### config.mk
export PLATFORM = sky130hd
export DESIGN_NAME = pend_irq_hub
export DESIGN_NICKNAME = d
export VERILOG_FILES = /design/src/rtl/pend_irq_pkg.sv /design/src/rtl/pend_sync.sv /design/src/rtl/pend_regport.sv /design/src/rtl/pend_bank.sv /design/src/rtl/pend_irq_hub.sv
export SDC_FILE = /design/constraint.sdc
export NUM_CORES = 1
export LEC_CHECK = 0
export BUFFER_PORTS_ARGS = -buffer_cell sky130_fd_sc_hd__buf_2
export CAP_MARGIN = 20
export CORE_MARGIN = 1.5
export CORE_UTILIZATION = 30
export DETAILED_ROUTE_END_ITERATION = 8
export PLACE_DENSITY = 0.67
export SYNTH_ARGS = -nofsm -noshare
export SYNTH_HDL_FRONTEND = slang
export SYNTH_SLANG_ARGS = --single-unit
### constraint.sdc
create_clock -name clk -period 1.5 [get_ports clk]
set_input_delay 0.3 -clock clk [delete_from_list [all_inputs] [get_ports clk]]
set_output_delay 0.3 -clock clk [all_outputs]
set_load 0.01 [all_outputs]
### src/rtl/pend_irq_pkg.sv
package pend_irq_pkg;

    localparam int REG_W    = 32;
    localparam int HALF_W   = 16;
    localparam int MAX_SRC  = 13;
    localparam int ALT_OFS  = 4;

    typedef logic [HALF_W-1:0] bitvec_t;
    typedef logic [REG_W-1:0]  word_t;

    // Write command produced by the register decoder for the flag bank.
    typedef struct packed {
        logic    en_we;
        bitvec_t en_wdata;
        bitvec_t clr;
    } wr_cmd_t;

    function automatic bitvec_t used_mask(input int first, input int count);
        bitvec_t m;
        m = '0;
        for (int b = 0; b < HALF_W; b++) begin
            if (b >= first && b < first + count) m[b] = 1'b1;
        end
        return m;
    endfunction

endpackage

### src/rtl/pend_sync.sv
module pend_sync
    import pend_irq_pkg::*;
#(
    parameter int NUM_SRC   = 7,
    parameter int FIRST_BIT = 0
) (
    input  logic               clk,
    input  logic               rst,
    input  logic [NUM_SRC-1:0] src_in,
    output bitvec_t            rise
);

    logic [NUM_SRC-1:0] rise_n;

    for (genvar i = 0; i < NUM_SRC; i++) begin : g_src
        // [0],[1] synchronizer stages, [2] previous synchronized value
        logic [2:0] stage;
        always_ff @(posedge clk) begin
            if (rst) stage <= '0;
            else     stage <= {stage[1:0], src_in[i]};
        end
        assign rise_n[i] = stage[1] & ~stage[2];
    end

    always_comb begin
        rise = HALF_W'(rise_n) << FIRST_BIT;
    end

endmodule

### src/rtl/pend_regport.sv
module pend_regport
    import pend_irq_pkg::*;
#(
    parameter int NUM_SRC   = 7,
    parameter int FIRST_BIT = 0,
    parameter bit SPLIT     = 1'b0,
    parameter int ADDR_W    = 3,
    parameter int EN_OFS    = 0
) (
    input  logic [ADDR_W-1:0] reg_addr,
    input  logic              reg_we,
    input  word_t             reg_wdata,
    input  bitvec_t           en,
    input  bitvec_t           pend,
    output wr_cmd_t           cmd,
    output word_t             reg_rdata
);

    localparam bitvec_t USED = used_mask(FIRST_BIT, NUM_SRC);
    localparam int EN_A_I = SPLIT ? EN_OFS : 0;
    localparam int PD_A_I = SPLIT ? (EN_OFS ^ ALT_OFS) : 0;
    localparam logic [ADDR_W-1:0] EN_A = ADDR_W'(EN_A_I);
    localparam logic [ADDR_W-1:0] PD_A = ADDR_W'(PD_A_I);

    logic hit_en, hit_pd;
    assign hit_en = (reg_addr == EN_A);
    assign hit_pd = (reg_addr == PD_A);

    always_comb begin
        cmd       = '0;
        reg_rdata = '0;
        if (!SPLIT) begin
            if (hit_en) begin
                reg_rdata = {pend, en};
                if (reg_we) begin
                    cmd.en_we    = 1'b1;
                    cmd.en_wdata = reg_wdata[HALF_W-1:0] & USED;
                    cmd.clr      = reg_wdata[REG_W-1:HALF_W] & USED;
                end
            end
        end else begin
            if (hit_en) begin
                reg_rdata = {{HALF_W{1'b0}}, en};
                if (reg_we) begin
                    cmd.en_we    = 1'b1;
                    cmd.en_wdata = reg_wdata[HALF_W-1:0] & USED;
                end
            end
            if (hit_pd) begin
                reg_rdata = {{HALF_W{1'b0}}, pend};
                if (reg_we) cmd.clr = reg_wdata[HALF_W-1:0] & USED;
            end
        end
    end

endmodule

### src/rtl/pend_bank.sv
module pend_bank
    import pend_irq_pkg::*;
#(
    parameter int NUM_SRC   = 7,
    parameter int FIRST_BIT = 0
) (
    input  logic    clk,
    input  logic    rst,
    input  bitvec_t rise,
    input  wr_cmd_t cmd,
    output bitvec_t en,
    output bitvec_t pend
);

    localparam bitvec_t USED = used_mask(FIRST_BIT, NUM_SRC);

    bitvec_t set_vec;
    assign set_vec = rise & en & USED;

    always_ff @(posedge clk) begin
        if (rst) begin
            en   <= '0;
            pend <= '0;
        end else begin
            if (cmd.en_we) en <= cmd.en_wdata;
            pend <= (pend & ~cmd.clr) | set_vec;
        end
    end

    assert_rst_clears_R1: assert property (@(posedge clk)
        rst |=> (en == '0 && pend == '0));

    assert_pend_sticky_R4: assert property (@(posedge clk) disable iff (rst)
        (cmd.clr == '0) |=> ((pend & $past(pend)) == $past(pend)));

    assert_no_set_disabled_R5: assert property (@(posedge clk) disable iff (rst)
        (en == '0 && pend == '0 && cmd.en_we == 1'b0) |=> (pend == '0));

    assert_set_wins_R6: assert property (@(posedge clk) disable iff (rst)
        (|(rise & en)) |=> ((pend & $past(rise & en)) == $past(rise & en)));

    assert_unused_zero_R7: assert property (@(posedge clk) disable iff (rst)
        ((en | pend) & ~USED) == '0);

endmodule

### src/rtl/pend_irq_hub.sv
module pend_irq_hub
    import pend_irq_pkg::*;
#(
    parameter int NUM_SRC   = 7,
    parameter int FIRST_BIT = 0,
    parameter bit SPLIT     = 1'b0,
    parameter int ADDR_W    = 3,
    parameter int EN_OFS    = 0
) (
    input  logic               clk,
    input  logic               rst,
    input  logic [NUM_SRC-1:0] src_in,
    input  logic [ADDR_W-1:0]  reg_addr,
    input  logic               reg_we,
    input  logic [31:0]        reg_wdata,
    output logic [31:0]        reg_rdata,
    output logic               irq_out
);

    bitvec_t rise, en, pend;
    wr_cmd_t cmd;

    pend_sync #(.NUM_SRC(NUM_SRC), .FIRST_BIT(FIRST_BIT)) u_sync (
        .clk    (clk),
        .rst    (rst),
        .src_in (src_in),
        .rise   (rise)
    );

    pend_regport #(
        .NUM_SRC(NUM_SRC), .FIRST_BIT(FIRST_BIT), .SPLIT(SPLIT),
        .ADDR_W(ADDR_W), .EN_OFS(EN_OFS)
    ) u_port (
        .reg_addr  (reg_addr),
        .reg_we    (reg_we),
        .reg_wdata (reg_wdata),
        .en        (en),
        .pend      (pend),
        .cmd       (cmd),
        .reg_rdata (reg_rdata)
    );

    pend_bank #(.NUM_SRC(NUM_SRC), .FIRST_BIT(FIRST_BIT)) u_bank (
        .clk  (clk),
        .rst  (rst),
        .rise (rise),
        .cmd  (cmd),
        .en   (en),
        .pend (pend)
    );

    always_ff @(posedge clk) begin
        if (rst) irq_out <= 1'b0;
        else     irq_out <= |(pend & en);
    end

    assert_irq_rises_R8: assert property (@(posedge clk) disable iff (rst)
        (|(pend & en)) |=> irq_out);

    assert_irq_falls_R8: assert property (@(posedge clk) disable iff (rst)
        !(|(pend & en)) |=> !irq_out);

endmodule

==> results by group, run 1 <==
Synthesis
  – Syn_area_per_cell: 9.351 um^2
  – Synth area leaders: dfxtp_1 51%, buf_4 9.5%, nor2b_1 9.2%
  – Gate Count Post-Synth: 152
  – Cell variety after synth: 19
  – Number of synthesized flops with an enable pin: 0
  – Synth top area share: 50.70%
  – Post-synth top cells: 36 x dfxtp_1, 21 x nor2b_1, 18 x buf_4
  – Synth warn: 0
  – Cell taking the most area after synthesis: dfxtp_1
  – Post-synthesis async set-or-reset flop share: 0%
  – Top-count cell post-synth: dfxtp_1
  – FF+latch count, synth: 36
  – Post-synthesis sequential area ratio: 50.70%
  – Synthesized area: 0.001421 mm^2
  – Dominant synthesized flop cell: dfxtp_1

Flow run
  – Reported max-cap violation count: 0

Clock tree
  – H-tree levels: 2
  – Skew-Pair Late Insertion Delay: 0.29 ns
  – Num CTS Buffers: 5
  – Hold Buf Count CTS: 0
  – Clock Path Buffers: 2
  – Postcts setup bufs: 0
  – Clock transition at path regs: 0.07 ns
  – CTS tree: built
  – Root Buffer: clkbuf_8
  – Post-cts resize count: 0
  – TritonCTS Sinks: 36

Cells and area
  – N_diodes: 0
  – Syn-to-layout area delta: 28.17%
  – Share of layout cells above drive strength 1: 30.50%
  – # nets final: 244
  – Final instance area: 0.001822 mm^2

Timing
  – Fin. max-slew vios: 0
  – Tcrit/Tclk final: 97.88%
  – Min cycle time layout: 1.468 ns
  – Fin. Hold Viols: 0
  – Final setup vio count: 0
  – PnR worst setup slack: 0.03177 ns
  – RSZ-0062 raised after global routing: true
  – F_max: 681.1 MHz
  – Sum of negative setup slack: 0 ns
  – Post-Route Skew: 0.008912 ns
  – WHS: 0.2206 ns

Placement
  – Dpl hpwl: 1804 um
  – Placed Area: 0.001640 mm^2
  – Placer Congestion: 0.7491
  – Pre-CTS setup slack: 0.02854 ns
  – I/O Buffers: 41

Global routing
  – First-pass GRT wire length: 4091 um
  – Initial antenna violation count: 0
  – GRT Overall Usage: 10.61%
  – Maximum number of pins on one net before global-route repair: 37
  – Total gr overflow: 0
  – Vias in the first global route: 928

Floorplanning
  – Die Y: 71.83 um
  – Die X-Extent: 71.83 um
  – Ports: 78
  – Core area: 0.004444 mm^2
  – Row count: 24
  – Die Footprint: 0.005160 mm^2
  – Starting density of the core: 31.98%

Setup path
  – WP data arrival: 1.17 ns
  – CP endpoint kind: output port
  – Critical path's slowest cell: nor3_4
  – CP max stage delay: 0.20 ns
  – Worst EP required: 1.20 ns
  – WS Path Type: input pin to output port
  – Startpoint types: input pin
  – Worst R2R Setup Slack: 0.60 ns
  – CP cell instances: buf_2, buf_4, nor3_4, buf_4, and2_1, buf_2
  – Worst Path Max Fanout: 7

Pwr
  – P per Cell Area: 1257 mW/mm^2
  – Peak VDD IR: 348.1 uV
  – Leak: 0.8234 nW

Routing
  – ANT nets after route: 0
  – Detailed Route Iter0 Violations: 65
  – Drt first pass iters: 6
  – Vias: 1,007
  – WL/cell: 10.61 um
  – Routed WL: 2674 um
  – Residual DRC: 7
  – Via-to-Cell Ratio: 3.996

Min path
  – Worst min path class: input pin to register

Status
  – Failing checks: DRC
  – Status: finished, violations left
kinds of logic (layout without fill, tap and decap cells):
group                  count (synthesis)  in the layout  share of synthesized area, %
AND/OR/NAND/NOR                       59             59                         25.18
flip-flops                            36             36                         50.70
buffers and inverters                 31             62                         13.47
AO/OA/AOI/OAI                         25             25                         10.39
other                                  1             18                        0.2638
sequential cells by signal, indices dropped and copies added (netlist names):
signal,cells
u_bank.pend,7
u_sync.g_src.stage,21
irq_out,1
u_bank.en,7
through the flow:
step                      cells  util [%]  power, mW
after global placement      243     36.91      1.136
after CTS                   251     40.48      2.313
final                       252     40.99      2.290
after floorplan             169         -      1.115
after global routing        252     40.99      2.379
after detailed placement    243     36.91      1.138
critical path, delay by kind of cell:
kind / cells / cell delay (ns)
buf+inv: 4 / 0.54
simple gates: 2 / 0.33
power by group:
| part | total, mW | switching [mW] | internal (mW) | leakage (nW) |
|---|---|---|---|---|
| logic | 0.129 | 0.0700 | 0.0587 | 0.451 |
| registers | 0.993 | 0.0102 | 0.983 | 0.294 |
| clock network | 1.17 | 0.337 | 0.831 | 0.0784 |
| total | 2.29 | 0.417 | 1.87 | 0.823 |
final timing paths:
kind	endpoint	start	cells past startpoint
worst min-delay path	u_sync.g_src[2].stage[0]	src_in[2]	2
worst max register to register	irq_out	u_bank.en[2]	2
worst max-delay path	reg_rdata[5]	reg_addr[2]	6
worst min register to register	u_sync.g_src[3].stage[1]	u_sync.g_src[3].stage[0]	1
layout make-up:
class | count | area [um^2]
Multi-Input combinational cell | 102 | 584.3
Sequential cell | 36 | 720.7
Tap cell | 52 | 65.06
Clock inverter | 3 | 90.09
Timing Repair Buffer | 47 | 266.5
Inverter | 7 | 26.28
Clock buffer | 5 | 68.82
Fill cell | 455 | 2623
cell usage in the layout (no fill, tap or decap):
master / instances
buf_2: 41
a22oi_1: 2
o21ai_2: 3
nor2b_1: 21
clkbuf_8: 5
nor4b_2: 1
a222oi_1: 1
a31oi_1: 1
nor3_4: 1
nand2_1: 14
inv_1: 7
and2_1: 14
buf_4: 4
a21oi_1: 14
buf_6: 1
buf_12: 1
o21ai_0: 4
nand3b_1: 7
conb_1: 18
dfxtp_1: 36
bufinv_16: 3
or4b_4: 1
routing by layer:
metal  track usage, %  part of all wire (%)  vias to the layer above
met4            5.660                   1.0                        0
li1                 -                     -                      545
met1            11.72                    44                      422
met2            16.77                    47                       38
met3            5.204                   8.0                        2
met5                0                     0                        -
Power figures use the tool's default switching activity.
==> inputs of run 2 (changes only) <==
PLACE_DENSITY = 0.61   (was 0.67)
SKIP_LAST_GASP = 1   (was not set)
SYNTH_HIERARCHICAL = 1   (was not set)
==> run 2 against run 1 <==
The flow now finishes without violations. Die area rose by 62%. Worst setup slack worse by 0.016 ns. Clock skew decreased by 0.0030 ns.
==> results by group, run 2 <==
Setup path
  – CP max stage delay: 0.19 ns
  – FF-to-FF path depth: 4
  – R2R Path Start: u_bank/pend[6]
  – WP data arrival: 1.18 ns
  – WS Path Type: input pin to output port
  – Startpoint types: input pin
  – Critical path's slowest cell: nor3_4
  – CP endpoint kind: output port
  – Worst EP required: 1.20 ns
  – CP cell instances: buf_2, nor3_4, buf_6, clkbuf_16, and2_1, buf_2
  – Worst Path Max Fanout: 8
  – R2R Path End: irq_out
  – Most used cell, CP: buf_2
  – Worst R2R Setup Slack: 0.37 ns

Cells and area
  – Share of layout cells above drive strength 1: 34.24%
  – Post-layout util: 37.27%
  – N_diodes: 0
  – Largest registers: u_sync/g_src.stage (21), u_bank/en (16), u_bank/pend (16)
  – # nets final: 339
  – Top reg by flops: u_sync/g_src.stage
  – Max reg flops: 21
  – Filler instances: 773
  – Commonest non-fill, non-tap cell in the layout: buf_2
  – Commonest cells after routing, fill and taps aside: 59 x buf_2, 54 x dfxtp_1, 43 x and2_1
  – Syn-to-layout area delta: 21.82%
  – Final instance area: 0.002850 mm^2

Clock tree
  – TritonCTS Sinks: 54
  – Root Buffer: clkbuf_8
  – H-tree levels: 2
  – Skew-Pair Late Insertion Delay: 0.30 ns
  – Clock Path Buffers: 2
  – Clock transition at path regs: 0.10 ns
  – CTS tree: built
  – Num CTS Buffers: 5
  – Hold Buf Count CTS: 0

Timing
  – Final setup vio count: 0
  – Min cycle time layout: 1.485 ns
  – Sum of negative setup slack: 0 ns
  – RSZ-0062 raised after global routing: true
  – Tcrit/Tclk final: 98.98%
  – F_max: 673.6 MHz
  – Fin. max-slew vios: 0
  – Fin. Hold Viols: 0
  – Post-Route Skew: 0.005924 ns

Pwr
  – Leak: 1.226 nW
  – Peak VDD IR: 368.1 uV
  – P per Cell Area: 874.3 mW/mm^2
  – Total power: 2.492 mW

Floorplanning
  – Die X-Extent: 91.31 um
  – Ports: 78
  – Core area: 0.007647 mm^2
  – Starting density of the core: 30.60%
  – Row count: 32
  – Die Footprint: 0.008338 mm^2
  – Die Y: 91.31 um

Synthesis
  – Synth warn: 6
  – Syn_area_per_cell: 10.09 um^2
  – Gate Count Post-Synth: 232
  – Synthesized area: 0.002340 mm^2

Flow run
  – Reported max-cap violation count: 0

Routing
  – Residual DRC: 0
  – WL/cell: 11.58 um
  – Routed WL: 4596 um
  – Via-to-Cell Ratio: 4.096
  – Vias: 1,626
  – ANT nets after route: 0
  – Drt first pass iters: 4
  – Detailed Route Iter0 Violations: 54

Min path
  – WHS Endpoint: u_sync/g_src[5].stage[0]
  – Worst hold stages: 2
  – Hold_sp: src_in[5]
  – Worst min path class: input pin to register

Global routing
  – GRT Overall Usage: 10.35%
  – Total gr overflow: 0
  – Vias in the first global route: 1,476
  – Initial antenna violation count: 0
  – First-pass GRT wire length: 6893 um
  – Maximum number of pins on one net before global-route repair: 55

Placement
  – Placed Area: 0.002665 mm^2
  – Placer Congestion: 0.6634
  – I/O Buffers: 59
  – Dpl hpwl: 2893 um

Status
  – Status: finished clean
-- run 2: metal layers --
| metal | global-route usage [%] | up-vias | routed length [um] |
|---|---|---|---|
| met4 | 3.125 | 0 | 46 |
| met3 | 3.183 | 4 | 247 |
| met2 | 16.29 | 43 | 2175 |
| met1 | 13.53 | 739 | 2125 |
| met5 | 0 | - | 0 |
| li1 | - | 840 | - |
-- run 2: metrics by stage --
stage / hold slack, ns / cells / setup WS, ns
final: 0.2000 / 397 / 0.01534
after global routing: 0.1918 / 397 / -0.02265
after CTS: 0.1863 / 393 / 0.04925
after detailed placement: 0.4232 / 385 / 0.02784
after global placement: 0.4178 / 385 / 0.02832
after floorplan: 0.3694 / 249 / 0.09775
-- run 2: layout make-up --
| type | count | area (um^2) | share of cell area (%) |
|---|---|---|---|
| clock buffer | 6 | 82.58 | 2.897 |
| clock inverter | 2 | 16.27 | 0.5707 |
| multi-input combinational | 166 | 1107 | 38.85 |
| sequential | 54 | 1081 | 37.93 |
| tap | 102 | 127.6 | 4.478 |
| timing repair buffer | 67 | 435.4 | 15.28 |
-- run 2: worst max-delay path by stage --
stage / cells past startpoint / startpoint / slack (ns) / to
CTS: 5 / reg_addr[2] / 0.05 / reg_rdata[27]
global placement: 6 / reg_addr[2] / 0.03 / u_bank/pend[1]
global route: 6 / reg_addr[0] / -0.02 / reg_rdata[6]
floorplan: 6 / reg_addr[2] / 0.1 / u_bank/en[0]
detailed placement: 6 / reg_addr[2] / 0.03 / u_bank/pend[1]
finish: 6 / reg_addr[0] / 0.02 / reg_rdata[20]
-- run 2: critical path: cells and delay by family --
| kind | cells | cell delay [ns] |
|---|---|---|
| simple gates | 2 | 0.32 |
| buf+inv | 4 | 0.57 |
-- run 2: timing repair --
action | in CTS | in global routing
setup endpoints to repair | 0 | 8
resized for setup | 0 | 5
buffers inserted | 0 | 1
-- run 2: power by group --
part / total, mW / internal [mW] / switching [mW]
clock: 0.852 / 0.381 / 0.471
sequential: 1.47 / 1.46 / 0.00951
combinational: 0.170 / 0.0877 / 0.0820
total: 2.49 / 1.93 / 0.563
==> inputs of run 3 (changes only) <==
SETUP_SLACK_MARGIN = 0.15   (was not set)
==> run 3 against run 2 <==
Largest power group unchanged. Combinational power down 11%. Critical path depth down 1. Sequential cell count unchanged. Die area unchanged. Sequential power about the same. Clock power up 1%. Cell area down 2.5%. Utilization down 0.92 points. Register-to-register slack worse by 0.15 ns. Largest cell class unchanged. Count of clock-buffer cells in the layout unchanged. Worst setup slack better by 0.074 ns.
==> results by group, run 3 (same netlist as run 2, synthesis figures left out) <==
Clock tree
  – Clock Path Buffers: 2
  – Skew-Pair Late Insertion Delay: 0.31 ns
  – Hold Buf Count CTS: 0
  – Clock transition at path regs: 0.10 ns
  – CTS tree: built
  – TritonCTS Sinks: 54
  – H-tree levels: 2
  – Root Buffer: clkbuf_8
  – Num CTS Buffers: 5

Pwr
  – Peak VDD IR: 388.6 uV
  – P per Cell Area: 893.6 mW/mm^2
  – Leak: 1.197 nW
  – Total power: 2.484 mW

Setup path
  – R2R Path End: irq_out
  – Most used cell, CP: buf_2
  – Worst Path Max Fanout: 17
  – Critical path's top delay family: buffers and inverters
  – FF-to-FF path depth: 4
  – Crit. Startpoint: reg_addr[2]
  – Critical path's slowest cell: nor3_4
  – Worst R2R Setup Slack: 0.22 ns
  – WS Path Type: input pin to output port
  – CP cell instances: buf_2, nor3_4, buf_6, and2_1, buf_2
  – R2R Path Start: u_bank/pend[6]
  – WP data arrival: 1.11 ns
  – Crit path depth: 5
  – CP max stage delay: 0.22 ns
  – Worst EP required: 1.20 ns
  – Crit path buffers/inverters: 3
  – Startpoint types: input pin
  – CP endpoint kind: output port
  – Setup crit end: reg_rdata[4]

Timing
  – Post-Route Skew: 0.01055 ns
  – Sum of negative setup slack: 0 ns
  – Min cycle time layout: 1.411 ns
  – RSZ-0062 raised after global routing: true
  – PnR worst setup slack: 0.08950 ns
  – Fin. Hold Viols: 0
  – F_max: 709.0 MHz
  – Fin. max-slew vios: 0
  – Tcrit/Tclk final: 94.03%
  – Final setup vio count: 0

Floorplanning
  – Starting density of the core: 30.60%
  – Core area: 0.007647 mm^2
  – Die Footprint: 0.008338 mm^2
  – Row count: 32
  – Die Y: 91.31 um
  – Die X-Extent: 91.31 um
  – Ports: 78

Status
  – Status: finished clean

Cells and area
  – Post-layout util: 36.35%
  – Top reg by flops: u_sync/g_src.stage
  – Share of layout cells above drive strength 1: 32.76%
  – Syn-to-layout area delta: 18.82%
  – # nets final: 337
  – Final instance area: 0.002780 mm^2
  – Commonest non-fill, non-tap cell in the layout: buf_2
  – Commonest cells after routing, fill and taps aside: 59 x buf_2, 54 x dfxtp_1, 46 x and2_1
  – N_diodes: 0
  – Max reg flops: 21
  – Largest registers: u_sync/g_src.stage (21), u_bank/en (16), u_bank/pend (16)

Flow run
  – Reported max-cap violation count: 0

Global routing
  – Maximum number of pins on one net before global-route repair: 34
  – Vias in the first global route: 1,459
  – GRT Overall Usage: 10.88%
  – Initial antenna violation count: 0
  – Total gr overflow: 0
  – First-pass GRT wire length: 7107 um

Placement
  – Pre-CTS setup slack: 0.05349 ns
  – I/O Buffers: 59
  – Placer Congestion: 0.6748
  – Dpl hpwl: 3115 um
  – Placed Area: 0.002668 mm^2

Routing
  – Vias: 1,587
  – Routed WL: 4216 um
  – Detailed Route Iter0 Violations: 28
  – WL/cell: 10.67 um
  – Residual DRC: 0
  – Drt first pass iters: 3
  – Via-to-Cell Ratio: 4.018
  – ANT nets after route: 0

Min path
  – Worst min path class: input pin to register
[run 3: cell types whose count changed in the layout (fill, tap and decap cells not counted), sizes merged]
cell	previous run	this run
clkbuf	8	6
[run 3: metrics by stage]
step | cells | hold slack [ns]
after floorplan | 249 | 0.3694
after global placement | 387 | 0.4193
after detailed placement | 387 | 0.4219
after CTS | 395 | 0.1807
after global routing | 395 | 0.1796
final | 395 | 0.1919
[run 3: report_power, final]
group	internal (mW)	leakage, nW	switching [mW]
clock	0.381	0.0478	0.482
sequential	1.46	0.439	0.00932
combinational	0.0766	0.710	0.0745
total	1.92	1.20	0.566
[run 3: area by class of cell]
type,count,area [um^2]
clock buffer,6,82.58
tap,102,127.6
fill,813,4867
sequential,54,1081
clock inverter,2,16.27
timing repair buffer,65,372.9
multi-input combinational,166,1100
[run 3: what timing repair did]
| action | in CTS | in global routing |
|---|---|---|
| setup buffers | 0 | 0 |
| pin swaps | 0 | 1 |
| resized for setup | 3 | 0 |
| hold endpoints to repair | 0 | 0 |
| setup endpoints to repair | 32 | 33 |
[run 3: routing by layer]
| layer | routed length, um | global-route usage [%] |
|---|---|---|
| met2 | 1968 | 17.16 |
| met5 | 0 | 0 |
| met3 | 208 | 2.931 |
| met1 | 1988 | 14.22 |
| met4 | 51 | 3.906 |
[run 3: worst min path at each step]
| stage | start | slack, ns | depth (start not counted) | endpoint |
|---|---|---|---|---|
| after floorplan | rst | 0.37 | 1 | irq_out |
| after global placement | u_sync/g_src[2].stage[0] | 0.42 | 1 | u_sync/g_src[2].stage[1] |
| after detailed placement | u_sync/g_src[0].stage[0] | 0.42 | 1 | u_sync/g_src[0].stage[1] |
| after CTS | src_in[5] | 0.18 | 2 | u_sync/g_src[5].stage[0] |
| after global routing | src_in[4] | 0.18 | 2 | u_sync/g_src[4].stage[0] |
| final | src_in[6] | 0.19 | 2 | u_sync/g_src[6].stage[0] |
[run 3: worst reg2reg max path: cells and delay by family, from the launching register on]
kind               cells  cell delay, ns
DFF                    1            0.34
and+or+nand+nor        1            0.25
AOI/OAI and AO/OA      3            0.56
